===== src/rtl/banked_reg_decoder.sv =====
module banked_reg_decoder #(
  parameter int                ADDR_W    = 16,
  parameter logic [ADDR_W-1:0] BASE_ADDR = 'h0300,
  parameter int                NBANK     = 4,
  parameter int                SCR_BYTES = 4,
  parameter logic [7:0]        SEL_FILL  = 8'h30,
  parameter logic [7:0]        ID_BYTE   = 8'h33
) (
  input  logic                    clk_i,
  input  logic                    rst_ni,
  input  logic                    aen_ni,
  input  logic [ADDR_W-1:1]       addr_i,
  input  logic [3:0]              be_ni,
  input  logic                    rd_i,
  input  logic                    wr_i,
  input  logic [31:0]             wdata_i,
  input  logic [NBANK*16*8-1:0]   ext_rdata_i,
  output logic [31:0]             rdata_o,
  output logic [NBANK*16-1:0]     reg_wr_o,
  output logic [16*8-1:0]         reg_wdata_o
);
  localparam int WIN    = 16;
  localparam int BW     = (NBANK > 1) ? $clog2(NBANK) : 1;
  localparam int SEL_O  = WIN - 2;
  localparam int LAST_R = WIN - 3;

  function automatic logic [NBANK*WIN-1:0] top_mask();
    logic [NBANK*WIN-1:0] m = '0;
    for (int b = 0; b < NBANK; b++) begin
      m[b*WIN+12] = 1'b1;
      m[b*WIN+13] = 1'b1;
    end
    return m;
  endfunction

  logic [BW-1:0] bank_q;
  logic [7:0]    scr_q [NBANK][SCR_BYTES];

  logic          hit, do_wr, full_top;
  logic [1:0]    dw;
  logic          hw;
  logic [3:0]    lane_on;
  logic [3:0]    lane_off [4];
  logic [WIN-1:0] wsel;
  logic [WIN*8-1:0] wbyte, rbytes;

  assign hit      = !aen_ni && (addr_i[ADDR_W-1:4] == BASE_ADDR[ADDR_W-1:4]);
  assign do_wr    = hit && wr_i;
  assign dw       = addr_i[3:2];
  assign hw       = addr_i[1];
  assign full_top = (be_ni == 4'b0000) && !hw && (dw == 2'd3);

  always_comb begin
    for (int k = 0; k < 4; k++) begin
      logic [1:0] kk;
      kk = 2'(k);
      lane_on[k]  = !be_ni[k] && (!hw || k < 2);
      lane_off[k] = hw ? {dw, 1'b1, kk[0]} : {dw, kk};
    end
  end

  always_comb begin
    wsel  = '0;
    wbyte = '0;
    for (int k = 0; k < 4; k++) begin
      if (lane_on[k]) begin
        wsel[lane_off[k]] = 1'b1;
        wbyte[{lane_off[k], 3'b000} +: 8] = wdata_i[k*8 +: 8];
      end
    end
    if (full_top) begin
      wsel[12] = 1'b0;
      wsel[13] = 1'b0;
    end
  end

  assign reg_wdata_o = wbyte;

  for (genvar b = 0; b < NBANK; b++) begin : g_bank
    for (genvar o = 0; o < WIN; o++) begin : g_off
      if (o <= LAST_R) begin : g_reg
        assign reg_wr_o[b*WIN+o] = do_wr && wsel[o] && (bank_q == BW'(b));
      end else begin : g_none
        assign reg_wr_o[b*WIN+o] = 1'b0;
      end
    end
  end

  always_ff @(posedge clk_i or negedge rst_ni) begin
    if (!rst_ni) begin
      bank_q <= '0;
    end else if (do_wr && wsel[SEL_O]) begin
      bank_q <= wbyte[SEL_O*8 +: BW];
    end
  end

  always_ff @(posedge clk_i or negedge rst_ni) begin
    if (!rst_ni) begin
      for (int b = 0; b < NBANK; b++)
        for (int o = 0; o < SCR_BYTES; o++)
          scr_q[b][o] <= 8'h00;
    end else if (do_wr) begin
      for (int o = 0; o < SCR_BYTES; o++)
        if (wsel[o]) scr_q[bank_q][o] <= wbyte[o*8 +: 8];
    end
  end

  always_comb begin
    rbytes = '0;
    for (int o = SCR_BYTES; o <= LAST_R; o++)
      rbytes[o*8 +: 8] = ext_rdata_i[(int'(bank_q)*WIN + o)*8 +: 8];
    for (int o = 0; o < SCR_BYTES; o++)
      rbytes[o*8 +: 8] = scr_q[bank_q][o];
    rbytes[SEL_O*8 +: 8]     = {SEL_FILL[7:BW], bank_q};
    rbytes[(WIN-1)*8 +: 8]   = ID_BYTE;
  end

  always_comb begin
    for (int k = 0; k < 4; k++)
      rdata_o[k*8 +: 8] = (rd_i && hit && lane_on[k]) ? rbytes[{lane_off[k], 3'b000} +: 8] : 8'h00;
  end

  AST_MISS_NO_STROBE: assert property (@(posedge clk_i) disable iff (!rst_ni)
    (aen_ni || !wr_i) |-> (reg_wr_o == '0));
  AST_TOP_GUARD: assert property (@(posedge clk_i) disable iff (!rst_ni)
    (be_ni == 4'b0000 && addr_i[3:1] == 3'b110) |-> ((reg_wr_o & top_mask()) == '0));
  AST_BANK_NEXT: assert property (@(posedge clk_i) disable iff (!rst_ni)
    (hit && wr_i && !be_ni[2] && addr_i[3:1] == 3'b110) |=> (bank_q == $past(wdata_i[16 +: BW])));
  AST_IDLE_RDATA_ZERO: assert property (@(posedge clk_i) disable iff (!rst_ni)
    (!rd_i || aen_ni) |-> (rdata_o == 32'h0));
  AST_STROBE_LIMIT: assert property (@(posedge clk_i) disable iff (!rst_ni)
    $countones(reg_wr_o) <= 4);
endmodule


===== config.mk =====
export PLATFORM = sky130hd
export DESIGN_NAME = banked_reg_decoder
export DESIGN_NICKNAME = d
export VERILOG_FILES = /design/src/rtl/banked_reg_decoder.sv
export SDC_FILE = /design/constraint.sdc
export NUM_CORES = 1
export LEC_CHECK = 0
export ABC_AREA = 1
export BUFFER_PORTS_ARGS = -buffer_cell sky130_fd_sc_hd__buf_2
export CORE_AREA = 3 3 309 311
export DETAILED_ROUTE_END_ITERATION = 6
export DIE_AREA = 0 0 312 314
export SLEW_MARGIN = 10
export SYNTH_ARGS = -nofsm -noshare
export SYNTH_HDL_FRONTEND = slang
export SYNTH_SLANG_ARGS = --single-unit

===== constraint.sdc =====
create_clock -name clk_i -period 8.09 [get_ports clk_i]
set_clock_uncertainty 0.05 [all_clocks]
set_input_delay 1.618 -clock clk_i [delete_from_list [all_inputs] [get_ports clk_i]]
set_output_delay 1.618 -clock clk_i [all_outputs]
set_load 0.02 [all_outputs]

# Word-level counts from Yosys, hierarchy flattened
# Cells that the tools add are included.
# classes
add_sub_neg,14
n_mul,0
n_div,0
n_lt_le_gt_ge,10
n_eq_ne,5
n_shift,22
n_mux,48
bitwise,5
reduce_logical,95
# op_table
op,n
variable part select 512 x 11 -> 8 bit,10
two-way mux 128 bit,11
bitwise mux 128 bit,7
"variable shift 8 x 9 -> 128 bit, first input constant",4
variable part select 128 x 8 -> 8 bit,4
variable part select 8 x 9 -> 128 bit,4
demux 32 bit (select 2 bit),4
bitwise AND 128 bit,1
two-way mux 32 bit,3
logical AND 1 bit,87
binary-select mux 32 bit (select 2 bit),1
two-way mux 15 bit,4
"adder 6 x 4 -> 7 bit, second input constant",6
two-way mux 8 bit,5
negation 7 -> 9 bit,4
bitwise OR 15 bit,2
"adder 6 x 3 -> 7 bit, second input constant",4
two-way mux 24 bit,1
"less-than comparator 4 x 5 -> 1 bit, second input constant",4
">= comparator 4 x 1 -> 1 bit, second input constant",4
two-way mux 16 bit,1
bitwise OR 15 x 12 -> 15 bit,1
"equality test 12 x 6 -> 1 bit, second input constant",1
demux 1 bit (select 4 bit),2
11 further kinds,24
# totals
reg_bits,130
latch_bits,0
ram_bits,0
rom_bits,0
in_bits,568
word_cells,216
memories,0

# Logic depth before layout (Yosys ltp)
# logic_depth
word_depth,22
ltp_mapped,14
ltp_nobuf,11

# Least setup slack after synthesis
# OpenSTA, ideal clock, no wires.
# synth_path
path_type,in2out
from,input port addr_i[1] (netlist name)
to,output port reg_wdata_o[32]
arrival_time_ps,3865
required_ps,6422
setup_slack_ps,2557
stages,12
n_path_buf,5
cell_sequence,buf_4 > inv_2 > buf_2 > buf_2 > buf_2 > ha_1 > ha_1 > clkbuf_1 > inv_1 > nor2_1 > inv_1 > nor3_1
# synth_via
elab_chain_len,11
elab_cells_between_ends,19
# synth_rtl
element,line,source
start: declaration,12,"input logic [ADDR_W-1:1] addr_i,"
two-way mux 2 bit,58,"lane_off[k] = hw ? {dw, 1'b1, kk[0]} : {dw, kk};"
negation 7 -> 9 bit,68,"wbyte[{lane_off[k], 3'b000} +: 8] = wdata_i[k*8 +: 8];"
variable part select 8 x 9 -> 128 bit / variable shift 8 x 9 -> 128 bit (equally long branches),68,
bitwise AND 128 bit (no line),-,
two-way mux 128 bit,66,if (lane_on[k]) begin
bitwise mux 128 bit,68,
two-way mux 128 bit,66,
bitwise mux 128 bit,68,
two-way mux 128 bit,66,
bitwise mux 128 bit,68,
two-way mux 128 bit *,66,
end: declaration,20,output logic [16*8-1:0] reg_wdata_o
# Mark *: on every way between the ends. The rest lies on a longest branch, timed or not.

# Worst setup path after layout
# layout_path
from,input port addr_i[2] (netlist name)
to,output port reg_wdata_o[21]
# layout_via
elab_chain_len,10
elab_cells_between_ends,20
# layout_rtl
element,line
negation 7 -> 9 bit,68
variable part select 8 x 9 -> 128 bit / variable shift 8 x 9 -> 128 bit (equally long branches),68
bitwise AND 128 bit (no line),-
two-way mux 128 bit,66
bitwise mux 128 bit,68
two-way mux 128 bit,66
bitwise mux 128 bit,68
two-way mux 128 bit,66
bitwise mux 128 bit,68
two-way mux 128 bit *,66
# Marks and branches as above.

==> reports/qor.txt <==
cell count after synthesis - 2116
drt wl/cell - 22.48 microns
final hold violation count - 0
outcome - completed
number of routed nets with antenna violations - 0
commonest non-fill, non-tap cell in the layout - nand2_1
RSZ-0062 raised after global routing - no
total grt overflow - 0
ys async rst share - 100.0%
Worst-path clk slew - 0.06 ns
main combinational cell family by area after synthesis - simple AND/OR/NAND/NOR gates
chip width - 312 microns
global-route wire length before repair - 119900 microns
CTS sink count - 130
core area - 93050 sq um
Hold Slack - 0.4148 ns
Synth Area in XOR/XNOR - 0%
max-cap viol count - 0
nets - 3225
Arr. time, crit path - 4.89 ns
crit-path cells - buf_2, clkinv_1, ha_1, ha_1, inv_1, nor2_2, nand3_1, o21ai_1, buf_2
initial antenna violation count - 18
Net Sw Frac - 31.40%
worst slew pin tran - 1.044 ns
post-synthesis cell type count - 38
area share of fa/ha/maj cells after synthesis - 0.6326%
fin. max-slew vios - 0
startpoint types - input pin
post-CTS sizing - 0
Post-Route WL - 88130 microns
Core Rows - 112
leading cell types in the layout, fill and taps excluded - nand2_1 (810), buf_2 (590), nor2_1 (361), nand3_1 (233), inv_1 (169)
min-delay worst type - reg2reg
crit path time final - 6.555 ns
Synth area leader - dfrtp_1
Worst slew margin - 30.42%
Final Wtd Congestion - 0.9223
number of CTS-inserted buffers - 17
CTS tree - yes
clock share of power - 44.0%
fin crit share - 81.02%
H-tree depth - 4
CP Max Fanout - 24
fillcell total - 11003
I/O pin count - 792
Reg power frac - 35.8%
sequential fraction of the synthesis area - 27.41%
Crit. End Element - output pin
Crit path max-delay family - buffers and inverters
full die area - 97970 sq um
Top FF cell, synth - dfrtp_1
post-synthesis simple-gate area fraction - 52.35%
Combinational Power Share - 20.2%
leakage power - 9.348 nW
VDD IR max - 0.0001116 V
Yosys reg bits - 130
via count - 16574
Port Buf Inserts - 591
WP buf/inv - 4
Die H - 314 microns
area delta synth->final - 41.60%
share of layout cells above drive strength 1 - 26.43%
vias in the first global route - 15493
Yosys Warn Count - 0
Avg Inst Size Synth - 5.609 sq um
post-CTS setup buffers - 0
post-synthesis compound-gate area fraction - 8.919%
mux share of post-synthesis cell area - 0%
top-area cell type share of the netlist area - 27.41%
slowest stage cell on the critical path - ha_1
PD cells - 108.0 nW/um^2
First-pass DRT Iterations - 5
CP max stage delay - 0.64 ns
Final HPWL DP - 70590 microns
Longest Clk Path Bufs - 2
worst skew pair latency - 0.43 ns
Post-route DRC - 0
critical path class - in2out
switching pwr - 0.5696 mW
mapped cell area - 11870 sq um
maximum clock frequency - 152.6 MHz
Post-synth EDFFs - 0
Setup-failing EPs final - 0
sum of negative setup slack - 0 ns
initial DRC count - 1417
initial core utilization - 12.75%
Overall Global Routing Usage - 17.16%
Via density - 4.227
clk root buf - clkbuf_16
CP Data Required Time - 6.42 ns
hold buffers post-CTS - 0
Synth area leaders - dfrtp_1 (27%), nand2_1 (26%), nor2_1 (12%)
largest net degree at the start of global routing - 75
Int Power - 1.245 mW
[sequential cells by signal, indices dropped and copies added, names as in the netlist]
register,flops
scr_q,128
bank_q,2
[synth_stat cells (6+ instances only)]
library cell,number
a21oi_1,36
a22oi_1,13
buf_2,60
buf_4,14
clkbuf_1,41
dfrtp_1,130
ha_1,6
inv_1,170
inv_2,11
nand2_1,813
nand3_1,233
nand4_1,42
nor2_1,365
nor2_4,9
nor3_1,21
o21ai_0,35
o21ai_1,17
o22ai_1,41
o32ai_1,21
[final cells by class]
cell class / instances / area, sq um / share of cell area [%]
clock inverters: 14 / 166.4 / 0.9902
inverters: 183 / 688.2 / 4.095
repair buffers: 629 / 3271 / 19.46
clock buffers: 18 / 439.2 / 2.613
multi-input cells: 1690 / 7408 / 44.08
diodes: 3 / 7.507 / 0.04467
flip-flops and latches: 130 / 3256 / 19.37
well taps: 1254 / 1569 / 9.337
[path summary, 6_finish.rpt]
check                           from         endpoint  slack, ns  depth (start not counted)
hold / removal             scr_q[81]        scr_q[81]       0.41                          2
max in group asynchronous     rst_ni        scr_q[39]       5.28                          2
setup reg to reg           bank_q[0]         scr_q[3]       4.73                          9
setup / recovery           addr_i[2]  reg_wdata_o[21]       1.54                          9
hold reg to reg            scr_q[81]        scr_q[81]       0.41                          2
min in group asynchronous     rst_ni       scr_q[104]       1.20                          1
[tightest hold or removal path: stages, from the launching register on]
cell,delay (ns)
dfrtp_1,0.33
nand2_1,0.05
nand2_1,0.05
[power groups by stage]
stage               Clock [mW]  Combinational, mW  Sequential (mW)
finish                   0.798              0.366            0.650
floorplan                    0              0.148            0.662
global route             0.834              0.402            0.650
detailed placement           0              0.369            0.662
global placement             0              0.368            0.662
CTS                      0.808              0.371            0.650
[metrics by stage]
stage	instance area (sq um)	power, mW	cells	setup slack (ns)	utilization, %
global placement	16190	1.030	3886	1.685	17.40
global route	16800	1.885	3918	1.361	18.05
CTS	16800	1.829	3918	1.620	18.05
detailed placement	16190	1.031	3886	1.633	17.40
finish	16800	1.814	3921	1.535	18.06
floorplan	11890	0.8106	2123	2.557	-
[layer usage]
metal / GRT usage (%) / vias to the layer above / wire, microns
li1: - / 7801 / -
met1: 23.09 / 7766 / 38630
met2: 28.52 / 901 / 40770
met3: 2.975 / 90 / 6759
met4: 4.087 / 16 / 1862
met5: 0 / - / 109
[kinds of logic after synthesis]
logic type                 Yosys count
adders and majority gates            6
AOI/OAI and AO/OA                  173
DFF                                130
and+or+nand+nor                   1503
other                                1
buffers and inverters              303
Note: power is estimated with default switching activity, not from simulation.
